### src/rtl/clkcfg_pkg.sv
package clkcfg_pkg;
  localparam int ADDR_W = 12;
  localparam int DATA_W = 32;
  localparam int KEY_W  = 16;

  localparam logic [ADDR_W-1:0] OFS_LOCK     = 12'h020;
  localparam logic [ADDR_W-1:0] OFS_ACT_PLL  = 12'h07C;
  localparam logic [ADDR_W-1:0] OFS_ACT_OSC  = 12'h0D4;
  localparam logic [ADDR_W-1:0] OFS_PEND_OSC = 12'h0DC;
  localparam logic [ADDR_W-1:0] OFS_PEND_PLL = 12'h100;

  typedef struct packed {
    logic [7:0] adiv;
    logic [7:0] odiv;
    logic [3:0] spare;
    logic [7:0] fbdiv;
    logic [3:0] refdiv;
  } pll_word_t;

  function automatic logic [DATA_W-1:0] lock_readback(input logic locked,
                                                      input logic [KEY_W-1:0] val);
    return {{(DATA_W-KEY_W-1){1'b0}}, locked, val};
  endfunction

  function automatic logic key_hit(input logic [DATA_W-1:0] wd,
                                   input logic [KEY_W-1:0] key);
    return wd[KEY_W-1:0] == key;
  endfunction

  function automatic logic is_guarded(input logic [ADDR_W-1:0] a);
    return (a == OFS_ACT_PLL) || (a == OFS_ACT_OSC) ||
           (a == OFS_PEND_OSC) || (a == OFS_PEND_PLL);
  endfunction
endpackage

### src/rtl/clkcfg_keylock.sv
module clkcfg_keylock
  import clkcfg_pkg::*;
#(
  parameter logic [KEY_W-1:0] KEY = 16'hA05F
) (
  input  logic              clk,
  input  logic              por_n,
  input  logic              wr_lock,
  input  logic [DATA_W-1:0] wdata,
  output logic              locked,
  output logic [KEY_W-1:0]  lock_val
);
  logic key_ok;
  assign key_ok = key_hit(wdata, KEY);

  always_ff @(posedge clk or negedge por_n) begin
    if (!por_n) begin
      locked   <= 1'b1;
      lock_val <= '0;
    end else if (wr_lock) begin
      locked   <= !key_ok;
      lock_val <= wdata[KEY_W-1:0];
    end
  end

  AST_KEY_OPENS: assert property (@(posedge clk) disable iff (!por_n)
    (wr_lock && wdata[KEY_W-1:0] == KEY) |=> !locked);
  AST_OTHER_CLOSES: assert property (@(posedge clk) disable iff (!por_n)
    (wr_lock && wdata[KEY_W-1:0] != KEY) |=> locked);
  AST_LOCK_HOLDS: assert property (@(posedge clk) disable iff (!por_n)
    !wr_lock |=> $stable(locked));
endmodule

### src/rtl/clkcfg_regs.sv
module clkcfg_regs
  import clkcfg_pkg::*;
#(
  parameter logic [DATA_W-1:0] OSC_DEFAULT = 32'h0000_2C4A,
  parameter logic [DATA_W-1:0] PLL_DEFAULT = 32'h0B01_01D0
) (
  input  logic              clk,
  input  logic              por_n,
  input  logic              wr_pend_osc,
  input  logic              wr_pend_pll,
  input  logic              wr_act_osc,
  input  logic              wr_act_pll,
  input  logic [DATA_W-1:0] wdata,
  input  logic              soft_go,
  output logic [DATA_W-1:0] pend_osc,
  output logic [DATA_W-1:0] pend_pll,
  output logic [DATA_W-1:0] act_osc,
  output logic [DATA_W-1:0] act_pll
);
  always_ff @(posedge clk or negedge por_n) begin
    if (!por_n) begin
      pend_osc <= OSC_DEFAULT;
      pend_pll <= PLL_DEFAULT;
    end else begin
      if (wr_pend_osc) pend_osc <= wdata;
      if (wr_pend_pll) pend_pll <= wdata;
    end
  end

  // copy uses pre-edge pending value and overrides a same-cycle direct write
  always_ff @(posedge clk or negedge por_n) begin
    if (!por_n) begin
      act_osc <= OSC_DEFAULT;
      act_pll <= PLL_DEFAULT;
    end else if (soft_go) begin
      act_osc <= pend_osc;
      act_pll <= pend_pll;
    end else begin
      if (wr_act_osc) act_osc <= wdata;
      if (wr_act_pll) act_pll <= wdata;
    end
  end

  AST_COPY_PLL: assert property (@(posedge clk) disable iff (!por_n)
    soft_go |=> act_pll == $past(pend_pll));
  AST_COPY_OSC: assert property (@(posedge clk) disable iff (!por_n)
    soft_go |=> act_osc == $past(pend_osc));
  AST_ACT_QUIET: assert property (@(posedge clk) disable iff (!por_n)
    (!soft_go && !wr_act_osc) |=> $stable(act_osc));
  AST_PEND_KEPT: assert property (@(posedge clk) disable iff (!por_n)
    !wr_pend_pll |=> $stable(pend_pll));
endmodule

### src/rtl/clkcfg_rstseq.sv
module clkcfg_rstseq #(
  parameter int MIN_HOLD    = 16,
  parameter int LOCK_CYCLES = 4
) (
  input  logic clk,
  input  logic por_n,
  input  logic soft_go,
  input  logic pll_lock,
  output logic sys_rst
);
  localparam int HW = $clog2(MIN_HOLD + 1);
  localparam int LW = $clog2(LOCK_CYCLES + 1);
  localparam logic [HW-1:0] HOLD_END = HW'(MIN_HOLD);
  localparam logic [LW-1:0] LOCK_END = LW'(LOCK_CYCLES);

  logic [HW-1:0] hold_cnt;
  logic [LW-1:0] lk_cnt;
  logic          hold_done, lock_done;

  assign hold_done = (hold_cnt == HOLD_END);
  assign lock_done = (lk_cnt == LOCK_END);

  always_ff @(posedge clk or negedge por_n) begin
    if (!por_n) begin
      hold_cnt <= '0;
      lk_cnt   <= '0;
      sys_rst  <= 1'b1;
    end else if (soft_go) begin
      hold_cnt <= '0;
      lk_cnt   <= '0;
      sys_rst  <= 1'b1;
    end else begin
      if (!hold_done) hold_cnt <= hold_cnt + 1'b1;
      if (!pll_lock) lk_cnt <= '0;
      else if (!lock_done) lk_cnt <= lk_cnt + 1'b1;
      if (hold_done && lock_done) sys_rst <= 1'b0;
    end
  end

  // independent observers for the checks
  localparam int SW = HW + 1;
  logic [SW-1:0] since_go;
  logic [LW:0]   lock_run;
  always_ff @(posedge clk or negedge por_n) begin
    if (!por_n) begin
      since_go <= '0;
      lock_run <= '0;
    end else begin
      if (soft_go) since_go <= '0;
      else if (since_go != '1) since_go <= since_go + 1'b1;
      if (!pll_lock) lock_run <= '0;
      else if (lock_run != '1) lock_run <= lock_run + 1'b1;
    end
  end

  AST_MIN_HOLD: assert property (@(posedge clk) disable iff (!por_n)
    $fell(sys_rst) |-> (since_go > SW'(MIN_HOLD)));
  AST_LOCK_STABLE: assert property (@(posedge clk) disable iff (!por_n)
    $fell(sys_rst) |-> (lock_run >= (LW+1)'(LOCK_CYCLES)));
  AST_SOFT_ASSERTS: assert property (@(posedge clk) disable iff (!por_n)
    soft_go |=> sys_rst);
endmodule

### src/rtl/clkcfg_bank.sv
module clkcfg_bank
  import clkcfg_pkg::*;
#(
  parameter logic [15:0] KEY         = 16'hA05F,
  parameter logic [31:0] OSC_DEFAULT = 32'h0000_2C4A,
  parameter logic [31:0] PLL_DEFAULT = 32'h0B01_01D0,
  parameter int          MIN_HOLD    = 16,
  parameter int          LOCK_CYCLES = 4
) (
  input  logic        clk,
  input  logic        por_n,
  input  logic        req_valid,
  input  logic        req_write,
  input  logic [11:0] req_addr,
  input  logic [31:0] req_wdata,
  output logic        rsp_valid,
  output logic [31:0] rsp_rdata,
  output logic        rsp_err,
  input  logic        soft_rst_req,
  input  logic        pll_lock,
  output logic [31:0] osc_cfg,
  output logic [7:0]  pll_adiv,
  output logic [7:0]  pll_odiv,
  output logic [7:0]  pll_fbdiv,
  output logic [3:0]  pll_refdiv,
  output logic        sys_rst
);
  logic              locked;
  logic [KEY_W-1:0]  lock_val;
  logic [DATA_W-1:0] pend_osc, pend_pll, act_osc, act_pll;
  logic              wr_req, hit_lock, hit_guard, mapped, wr_ok;
  logic              wr_lock, wr_pend_osc, wr_pend_pll, wr_act_osc, wr_act_pll;
  logic              denied;
  logic [DATA_W-1:0] rd_mux;
  pll_word_t         pll_f;

  assign wr_req    = req_valid && req_write;
  assign hit_lock  = (req_addr == OFS_LOCK);
  assign hit_guard = is_guarded(req_addr);
  assign mapped    = hit_lock || hit_guard;
  assign wr_ok     = wr_req && hit_guard && !locked;
  assign denied    = req_valid && (!mapped || (req_write && hit_guard && locked));

  assign wr_lock     = wr_req && hit_lock;
  assign wr_pend_osc = wr_ok && (req_addr == OFS_PEND_OSC);
  assign wr_pend_pll = wr_ok && (req_addr == OFS_PEND_PLL);
  assign wr_act_osc  = wr_ok && (req_addr == OFS_ACT_OSC);
  assign wr_act_pll  = wr_ok && (req_addr == OFS_ACT_PLL);

  clkcfg_keylock #(.KEY(KEY)) u_lock (
    .clk(clk), .por_n(por_n), .wr_lock(wr_lock), .wdata(req_wdata),
    .locked(locked), .lock_val(lock_val)
  );

  clkcfg_regs #(.OSC_DEFAULT(OSC_DEFAULT), .PLL_DEFAULT(PLL_DEFAULT)) u_regs (
    .clk(clk), .por_n(por_n),
    .wr_pend_osc(wr_pend_osc), .wr_pend_pll(wr_pend_pll),
    .wr_act_osc(wr_act_osc), .wr_act_pll(wr_act_pll),
    .wdata(req_wdata), .soft_go(soft_rst_req),
    .pend_osc(pend_osc), .pend_pll(pend_pll),
    .act_osc(act_osc), .act_pll(act_pll)
  );

  clkcfg_rstseq #(.MIN_HOLD(MIN_HOLD), .LOCK_CYCLES(LOCK_CYCLES)) u_seq (
    .clk(clk), .por_n(por_n), .soft_go(soft_rst_req),
    .pll_lock(pll_lock), .sys_rst(sys_rst)
  );

  always_comb begin
    rd_mux = '0;
    if (!req_write) begin
      unique case (req_addr)
        OFS_LOCK:     rd_mux = lock_readback(locked, lock_val);
        OFS_ACT_PLL:  rd_mux = act_pll;
        OFS_ACT_OSC:  rd_mux = act_osc;
        OFS_PEND_OSC: rd_mux = pend_osc;
        OFS_PEND_PLL: rd_mux = pend_pll;
        default:      rd_mux = '0;
      endcase
    end
  end

  always_ff @(posedge clk or negedge por_n) begin
    if (!por_n) begin
      rsp_valid <= 1'b0;
      rsp_rdata <= '0;
      rsp_err   <= 1'b0;
    end else begin
      rsp_valid <= req_valid;
      rsp_rdata <= req_valid ? rd_mux : '0;
      rsp_err   <= denied;
    end
  end

  assign pll_f      = pll_word_t'(act_pll);
  assign osc_cfg    = act_osc;
  assign pll_adiv   = pll_f.adiv;
  assign pll_odiv   = pll_f.odiv;
  assign pll_fbdiv  = pll_f.fbdiv;
  assign pll_refdiv = pll_f.refdiv;

  AST_LOCKED_WR_ERR: assert property (@(posedge clk) disable iff (!por_n)
    (req_valid && req_write && hit_guard && locked) |=> rsp_err);
  AST_RSP_NEXT: assert property (@(posedge clk) disable iff (!por_n)
    req_valid |=> rsp_valid);
  AST_UNMAPPED_ZERO: assert property (@(posedge clk) disable iff (!por_n)
    (req_valid && !mapped) |=> (rsp_err && rsp_rdata == '0));
  AST_LOCKED_NO_OSC: assert property (@(posedge clk) disable iff (!por_n)
    (locked && !soft_rst_req) |=> $stable(osc_cfg));
endmodule

### config.mk
export PLATFORM = sky130hd
export DESIGN_NAME = clkcfg_bank
export DESIGN_NICKNAME = d
export VERILOG_FILES = /design/src/rtl/clkcfg_pkg.sv /design/src/rtl/clkcfg_keylock.sv /design/src/rtl/clkcfg_regs.sv /design/src/rtl/clkcfg_rstseq.sv /design/src/rtl/clkcfg_bank.sv
export SDC_FILE = /design/constraint.sdc
export NUM_CORES = 1
export LEC_CHECK = 0
export BUFFER_PORTS_ARGS = -buffer_cell sky130_fd_sc_hd__buf_2
export CAP_MARGIN = 25
export CORE_ASPECT_RATIO = 0.6
export CORE_UTILIZATION = 62
export DETAILED_ROUTE_END_ITERATION = 8
export PLACE_DENSITY = 0.86
export SLEW_MARGIN = 5
export SYNTH_ARGS = -nofsm -noshare
export SYNTH_HDL_FRONTEND = slang
export SYNTH_SLANG_ARGS = --single-unit
### constraint.sdc
create_clock -name clk -period 3.6 [get_ports clk]
set_clock_uncertainty 0.05 [all_clocks]
set_input_delay 1.08 -clock clk [delete_from_list [all_inputs] [get_ports clk]]
set_output_delay 1.08 -clock clk [all_outputs]
set_load 0.01 [all_outputs]
==> results of run 1 <==
power by group:
part	internal (mW)	switching, mW	leakage [nW]
sequential	2.18	0.0551	2.44
clock	1.19	0.844	0.294
combinational	0.166	0.287	2.20
through the flow:
step            util  total power, mW  setup slack [ps]  instance area (um^2)  hold WS, ps
2_1_floorplan      -             2.51               889                  9770          416
3_3_place_gp   0.679             2.69               614                 10400          431
3_5_place_dp   0.679             2.71               539                 10400          436
4_1_cts        0.720             4.71               921                 11100          446
5_1_grt        0.720             4.85               802                 11100          465
6_report       0.720             4.72               858                 11100          445
per-layer routing:
layer,track usage,part of all wire,vias to the layer above,wire length [um]
li1,-,-,3359,-
met1,0.536,0.42,4036,11900
met2,0.522,0.44,594,12700
met3,0.0872,0.12,60,3370
met4,0.119,0.020,2,569
met5,0,0.00038,-,11
tightest hold or removal path, delay by kind of cell, from the launching register on:
kind	cells	cell delay [ps]
DFF	1	380
AOI/OAI and AO/OA	2	120
flip-flops by register name, indices dropped and copies added (netlist names):
| register | flops |
|---|---|
| rsp_rdata | 32 |
| u_seq.lk_cnt | 3 |
| u_seq.sys_rst | 1 |
| rsp_err | 1 |
| u_regs.act_osc | 32 |
| u_regs.pend_pll | 32 |
| rsp_valid | 1 |
| u_seq.hold_cnt | 5 |
| u_regs.act_pll | 32 |
| u_lock.locked | 1 |
| u_lock.lock_val | 16 |
| u_regs.pend_osc | 32 |
path summary, 6_finish.rpt:
path                                    startpoint                   to  slack (ps)  cells after the start
worst max-delay path                   req_addr[3]    u_regs.act_osc[8]         860                      6
worst min register to register  u_regs.act_pll[27]   u_regs.act_pll[27]         440                      2
min in group asynchronous                    por_n        rsp_rdata[24]         660                      1
worst min-delay path            u_regs.act_pll[27]   u_regs.act_pll[27]         440                      2
max in group asynchronous                    por_n  u_regs.pend_osc[13]        2040                      2
worst max register to register       u_lock.locked  u_regs.pend_osc[31]        1370                      4
cells in the final DEF, fill, tap and decap left out, types with 2 or more instances in the layout:
cell	count
clkbuf_16	17
buf_12	7
and3b_1	2
and4_1	3
a21boi_0	15
o221ai_1	17
and3_1	2
nor2b_1	68
xor2_1	3
mux2i_1	18
mux2_1	30
mux2_2	36
nor4_4	2
nand3_1	7
buf_4	28
bufinv_16	4
mux2_4	30
a22oi_1	17
clkinvlp_4	4
buf_2	142
xnor2_1	3
dfstp_2	30
nand4_1	20
clkbuf_8	2
o31ai_1	64
ha_1	4
inv_6	3
nand2_1	23
a41oi_1	64
dfrtp_1	158
clkbuf_1	2
and2_1	2
nor2_1	8
inv_1	5
nor4bb_1	3
nor3_1	2
a21oi_1	65
a32oi_1	15
cells by family (layout without fill, tap and decap cells):
family,after synthesis,after routing,share of synthesized area
AOI/OAI and AO/OA,261,261,0.197
buffers and inverters,121,215,0.0692
adders and majority gates,4,4,0.00513
and+or+nand+nor,152,152,0.0970
muxes,114,114,0.141
DFF,188,188,0.486
xor gates and xnor gates,6,6,0.00538
cell type report:
cell class / instances / area (um^2)
flip-flops and latches: 188 / 4740
multi-input cells: 537 / 4350
fillers: 1020 / 4300
repair buffers: 178 / 1070
clock buffers: 20 / 447
well taps: 203 / 254
clock inverters: 12 / 185
inverters: 5 / 18.8
==> impl_metrics.yaml, run 1 <==
run_status:
  status: "completed"
global_routing:
  grt_overflow: 0
  grt_max_degree: 88
  grt_usage: 0.362
  grt_pass1_vias: 7718
  grt_pass1_wl_mm: 44.4
  antenna_found_initial: 1
final_layout:
  nNetsFinal: 981
  n_antenna_cell: 0
  layout-drive-gt1-share: 0.334
  areaGrowthSynthToFinish_pct: 13.4
  final-instance-count-excl-fill: 1143
yosys:
  synth_fp_nets: 900
  synth_area_um2: 9770
  synth-seq-cells: 188
  synth_edf_count: 0
  synth_ff_type: "dfrtp_1"
  synth_common_cells: "dfrtp_1, nor2b_1, a21oi_1"
  yosysMostFrequentCell: "dfrtp_1"
  yosysTopAreaCellShare: 0.405
  synthCells: 846
  netlist.top_cell.by_area: "dfrtp_1"
  syn_avg_cell_area_um2: 11.5
  synthTopCellsByArea: "dfrtp_1, dfstp_2, a41oi_1"
  yosys_warnings: 0
  ys_types: 47
  synth-async-reset-ratio: 1.00
  yosysSeqAreaShare: 0.486
timing:
  setup_violations: 0
  tightestPinTransition_ps: 851
  rsz0062_at_grt: "false"
  fin_tns_setup_ps: 0
  layout_min_cycle_time_ps: 2740
  slew_violations: 0
  max_freq_mhz: 365
  finalCritPeriodShare: 0.762
  relSlewSlack: 0.425
  finalHoldViolCount: 0
floorplanning:
  die_y_um: 99.2
  start_util: 0.635
  ios: 145
  die_w_um: 164
  core_area_um2: 15400
  row_count: 35
  die_area_um2: 16300
drt:
  antenna_left: 0
  wl_mm: 28.6
  drt-initial-drc-count: 1177
  drt-vias-per-instance: 7.04
  vias: 8051
  drc: 0
  dr.pass1.iters: 5
  wl_per_cell_um: 25.0
cts:
  cts_tree: "built"
  cts_root_buf: "clkbuf_16"
  clockBufferDepth: 2
  postCtsSetupBuffers: 0
  worstSkewPairLatency_ps: 430
  cts_made_buffers: 17
  h-tree-depth: 4
  cts_hold_buf: 0
  clk_pin_slew_ps: 70
  ctsResizeCount: 0
  cts_num_sinks: 188
critical_path:
  worstPathArrival_ps: 2990
  crit_type: "in -> reg"
  start_kind: "primary input"
  cp_slowest_cell: "buf_4"
  critical_path.max_fanout: 26
  cp_top_family: "buffers and inverters"
  crit_top_cell: "buf_4"
  timing.critical_path.cells: "buf_2 -> buf_4 -> inv_1 -> buf_4 -> a41oi_1 -> a21oi_1"
  end_kind: "register"
  critPathMaxStageDelay_ps: 440
  worst-path-buf-inv: 4
  cp.required_ps: 3850
power_and_ir_drop:
  ir_drop_uv: 286
  p_per_area_nw_per_um2: 426
  leakagePower_nw: 4.93
placement:
  io_buffers: 144
  routabilityCongestion: 0.838
  dp_cells: 1111
  dp.final_hpwl_mm: 17.8
hold_path:
  min_path_type: "reg -> reg"
flow_run:
  drv_cap: 0
Power figures use the tool's default switching activity.
==> inputs of run 2 (changes only) <==
--- a/config.mk
+++ b/config.mk
@@ -8,9 +8,9 @@
 export BUFFER_PORTS_ARGS = -buffer_cell sky130_fd_sc_hd__buf_2
 export CAP_MARGIN = 25
 export CORE_ASPECT_RATIO = 0.6
-export CORE_UTILIZATION = 62
+export CORE_UTILIZATION = 58
 export DETAILED_ROUTE_END_ITERATION = 8
-export PLACE_DENSITY = 0.86
+export PLACE_DENSITY = 0.81
 export SLEW_MARGIN = 5
 export SYNTH_ARGS = -nofsm -noshare
 export SYNTH_HDL_FRONTEND = slang
==> constraint.sdc (replaced) <==
create_clock -name clk -period 2.8 [get_ports clk]
set_clock_uncertainty 0.05 [all_clocks]
set_input_delay 0.84 -clock clk [delete_from_list [all_inputs] [get_ports clk]]
set_output_delay 0.84 -clock clk [all_outputs]
set_load 0.01 [all_outputs]
==> run 2 against run 1 <==
  * Worst hold slack got worse by 100 ps
  * Highest routed layer is now met4
  * Setup slack got worse by 320 ps
  * Largest cell class unchanged
  * Sequential power rose by 29%
  * Die area rose by 6.8%
==> impl_metrics.yaml, run 2 (synthesis results as in run 1) <==
power_and_ir_drop:
  ir_drop_uv: 409
  p_comb_frac: 0.099
  p_per_area_nw_per_um2: 526
  pwr-share-seq: 0.487
  sw_frac_of_total: 0.261
  p_sw_mw: 1.53
  intPower_mw: 4.35
  leakagePower_nw: 4.98
  power_frac_clock: 0.413
critical_path:
  critical_path.max_fanout: 9
  cp.required_ps: 3060
  worstPathArrival_ps: 2530
  start_kind: "primary input"
  crit_type: "in -> reg"
  end_kind: "register"
floorplanning:
  die_y_um: 103
  core_area_um2: 16400
  row_count: 36
  start_util: 0.597
  ios: 145
  die_area_um2: 17400
  die_w_um: 170
cts:
  cts_tree: "built"
  cts_made_buffers: 17
  cts_root_buf: "clkbuf_16"
  clockBufferDepth: 2
  clk_pin_slew_ps: 70
  cts_num_sinks: 188
  cts_hold_buf: 0
  ctsResizeCount: 0
  h-tree-depth: 4
  worstSkewPairLatency_ps: 430
  postCtsSetupBuffers: 0
drt:
  drc: 0
  wl_per_cell_um: 23.3
  drt-vias-per-instance: 6.69
  wl_mm: 27.4
  dr.pass1.iters: 5
  drt-initial-drc-count: 904
  vias: 7882
  antenna_left: 0
run_status:
  status: "completed"
global_routing:
  antenna_found_initial: 1
  grt_overflow: 0
  grt_usage: 0.325
  grt_pass1_vias: 7686
  grt_max_degree: 70
  grt_pass1_wl_mm: 43.0
timing:
  layout_min_cycle_time_ps: 2270
  slew_violations: 0
  finalHoldViolCount: 0
  fin_tns_setup_ps: 0
  max_freq_mhz: 441
  rsz0062_at_grt: "false"
  relSlewSlack: 0.398
  setup_violations: 0
  tightestPinTransition_ps: 891
  hold_slack_ps: 345
  finalCritPeriodShare: 0.809
placement:
  dp.final_hpwl_mm: 17.5
  io_buffers: 144
  routabilityCongestion: 0.849
final_layout:
  layout-drive-gt1-share: 0.343
  layout.cells.most_common: "dfrtp_1"
  areaGrowthSynthToFinish_pct: 14.5
  nNetsFinal: 991
  fillers: 1186
  most-common-layout-cells: "dfrtp_1, buf_2, nor2b_1"
flow_run:
  drv_cap: 0
hold_path:
  min_path_type: "in -> async"
-- run 2: cell count changes in the layout (fill, tap and decap cells not counted) --
cell / previous run / this run
inv_6: 3 / 5
buf_12: 7 / 11
buf_4: 28 / 34
bufinv_16: 4 / 2
clkinv_4: 1 / 2
clkbuf_1: 2 / 0
clkinv_2: 0 / 2
diode_2: 0 / 1
clkbuf_8: 2 / 1
-- run 2: worst paths after layout --
check | start | endpoint | slack, ps | cells past startpoint
max in group asynchronous | por_n | u_regs.act_pll[7] | 1600 | 2
min in group clk | u_regs.act_osc[1] | u_regs.act_osc[1] | 450 | 2
min reg2reg | u_regs.act_osc[1] | u_regs.act_osc[1] | 450 | 2
min | por_n | u_regs.pend_osc[15] | 350 | 1
max | req_addr[7] | u_regs.pend_pll[19] | 530 | 6
max reg2reg | u_lock.locked | u_regs.act_osc[12] | 810 | 6
-- run 2: through the flow --
step / power, mW / instances / utilization / worst slack, ps / cell area [um^2]
2_1_floorplan: 3.22 / 846 / - / 329 / 9770
3_3_place_gp: 3.47 / 1146 / 0.648 / 166 / 10600
3_5_place_dp: 3.49 / 1146 / 0.648 / 125 / 10600
4_1_cts: 5.89 / 1178 / 0.684 / 550 / 11200
5_1_grt: 6.07 / 1179 / 0.684 / 457 / 11200
6_report: 5.88 / 1179 / 0.684 / 535 / 11200
-- run 2: worst max-delay path: stages --
cell and delay, ps:
buf_2 130, nor4_2 440, and4_1 270, and2_4 270, buf_4 260, mux2_4 320
-- run 2: layout make-up --
cell class	instances	area, um^2	area share
inverter	5	18.8	0.00168
antenna	1	2.50	0.000224
tap	228	285	0.0255
clock buffer	17	425	0.0380
clock inverter	15	161	0.0144
multi-input combinational	537	4350	0.389
timing repair buffer	188	1200	0.107
sequential	188	4740	0.424
-- run 2: power by group through the flow --
stage | clock [mW] | sequential (mW) | combinational (mW)
after floorplan | 0 | 2.91 | 0.313
after global placement | 0 | 2.91 | 0.562
after detailed placement | 0 | 2.91 | 0.577
after CTS | 2.45 | 2.86 | 0.582
after global routing | 2.56 | 2.87 | 0.638
final | 2.43 | 2.87 | 0.585
-- run 2: layer usage --
layer / wire length, um / vias up / track usage / share of wire
li1: - / 3387 / - / -
met1: 12100 / 3964 / 0.469 / 0.44
met2: 12100 / 487 / 0.489 / 0.44
met3: 2640 / 44 / 0.0825 / 0.096
met4: 568 / 0 / 0.0970 / 0.021
met5: 0 / - / 0 / 0
==> inputs of run 3 (changes only) <==
==> constraint.sdc (replaced) <==
create_clock -name clk -period 2.1 [get_ports clk]
set_clock_uncertainty 0.05 [all_clocks]
set_input_delay 0.63 -clock clk [delete_from_list [all_inputs] [get_ports clk]]
set_output_delay 0.63 -clock clk [all_outputs]
set_load 0.01 [all_outputs]
==> run 3 against run 2 <==
  * Register-to-register slack got worse by 690 ps
  * Power increased by 34%
  * Design area increased by 3.9%
  * Via count increased by 2.4%
  * Core utilization increased by 2.7 points
  * Critical path depth increased by 2
  * Non-clock buffer count increased by 41
  * Combinational power increased by 41%
  * Sequential share of layout area decreased by 1.6 points
  * Critical path type unchanged
  * Flip-flop and latch count unchanged
==> impl_metrics.yaml, run 3 (synthesis results as in run 1) <==
run_status:
  status: "completed"
final_layout:
  final-instance-count-excl-fill: 1219
  multi_input_area_um2: 4360
  final-seq-area_um2: 4740
  fillers: 1161
  layout-drive-gt1-share: 0.370
  areaGrowthSynthToFinish_pct: 19.1
  final_util: 0.711
  n_antenna_cell: 0
  layout.cells.most_common: "dfrtp_1"
  most-common-layout-cells: "dfrtp_1, buf_2, nor2b_1"
  nNetsFinal: 1032
critical_path:
  rr_startpoint: "u_lock.locked"
  reg2reg_depth: 5
  worst_r2r_endpoint: "u_regs.act_osc[12]"
  startpoint: "req_addr[9]"
  cp_top_family: "buffers and inverters"
  cp.required_ps: 2340
  worstPathArrival_ps: 2230
  critPathMaxStageDelay_ps: 370
  worst-path-buf-inv: 4
  cp.depth: 8
  start_kind: "primary input"
  cp_slowest_cell: "o31ai_1"
  critical_path.max_fanout: 15
  r2r_setup_slack_ps: 120
  crit_type: "in -> reg"
  end_kind: "register"
  timing.critical_path.cells: "buf_2 -> nor4_4 -> buf_4 -> buf_4 -> nand3_1 -> buf_4 -> o31ai_1 -> a21oi_1"
  crit_top_cell: "buf_4"
  endpoint: "u_regs.act_osc[21]"
global_routing:
  grt_pass1_vias: 7753
  grt_overflow: 0
  grt_pass1_wl_mm: 44.6
  antenna_found_initial: 0
  grt_usage: 0.339
  grt_max_degree: 69
floorplanning:
  die_area_um2: 17400
  start_util: 0.597
  core_area_um2: 16400
  die_y_um: 103
  die_w_um: 170
  row_count: 36
  ios: 145
drt:
  vias: 8071
  drc: 0
  wl_mm: 28.7
  dr.pass1.iters: 7
  wl_per_cell_um: 23.5
  drt-vias-per-instance: 6.62
  antenna_left: 0
  drt-initial-drc-count: 1197
power_and_ir_drop:
  pwr-share-seq: 0.486
  power_frac_clock: 0.409
  p_per_area_nw_per_um2: 677
  p_sw_mw: 2.19
  sw_frac_of_total: 0.278
  intPower_mw: 5.68
  ir_drop_uv: 487
  leakagePower_nw: 5.25
  p_comb_frac: 0.105
cts:
  cts_tree: "built"
  worstSkewPairLatency_ps: 430
  postCtsSetupBuffers: 0
  clk_pin_slew_ps: 80
  h-tree-depth: 4
  cts_root_buf: "clkbuf_16"
  cts_hold_buf: 0
  cts_num_sinks: 188
  clockBufferDepth: 2
  ctsResizeCount: 0
  cts_made_buffers: 17
placement:
  dp.final_hpwl_mm: 19.0
  dp_slack_ps: -259
  dp_cells: 1187
  io_buffers: 144
  routabilityCongestion: 0.864
timing:
  fin_tns_setup_ps: 0
  layout_min_cycle_time_ps: 1990
  setup_violations: 0
  finalHoldViolCount: 0
  finalCritPeriodShare: 0.946
  hold_slack_ps: 98.2
  rsz0062_at_grt: "false"
  tightestPinTransition_ps: 465
  slew_violations: 0
  timing.final.ws_setup_ps: 114
  relSlewSlack: 0.690
  max_freq_mhz: 504
hold_path:
  min_path_type: "in -> async"
flow_run:
  drv_cap: 0
-- run 3: per-layer routing --
metal  vias up  GRT usage  routed length [um]
met4         0      0.110                 589
li1       3473          -                   -
met1      4023      0.504               12700
met5         -          0                   0
met2       515      0.494               12400
met3        60     0.0779                2920
-- run 3: worst min path at each step --
stage / to / slack [ps] / cells after the start
5_1_grt: u_seq.hold_cnt[2] / 130 / 1
3_3_place_gp: u_regs.act_osc[6] / 430 / 2
2_1_floorplan: rsp_err / 280 / 0
6_report: u_seq.hold_cnt[2] / 100 / 1
4_1_cts: u_seq.hold_cnt[2] / 110 / 1
3_5_place_dp: u_regs.act_osc[6] / 430 / 2
-- run 3: metrics by stage --
step	total power, mW	instance area (um^2)
final	7.87	11600
after global routing	8.12	11600
after CTS	7.87	11600
after detailed placement	4.69	11000
after global placement	4.67	11000
after floorplan	4.30	9790
-- run 3: power by group through the flow --
stage / sequential [mW] / clock [mW] / combinational (mW)
after detailed placement: 3.88 / 0 / 0.806
after floorplan: 3.88 / 0 / 0.418
after global placement: 3.88 / 0 / 0.787
final: 3.82 / 3.22 / 0.825
after CTS: 3.82 / 3.23 / 0.817
after global routing: 3.83 / 3.39 / 0.895
-- run 3: layout make-up --
type                            count  area share
Inverter                            5     0.00161
Clock buffer                       18      0.0378
Clock inverter                     14      0.0125
Timing Repair Buffer              229       0.140
Sequential cell                   188       0.408
Multi-Input combinational cell    537       0.375
Tap cell                          228      0.0245
-- run 3: worst register-to-register path, stage by stage (launching register included) --
cell	delay (ps)
dfstp_2	580
and3b_1	310
and2_1	240
buf_4	210
a41oi_1	350
a21oi_1	120
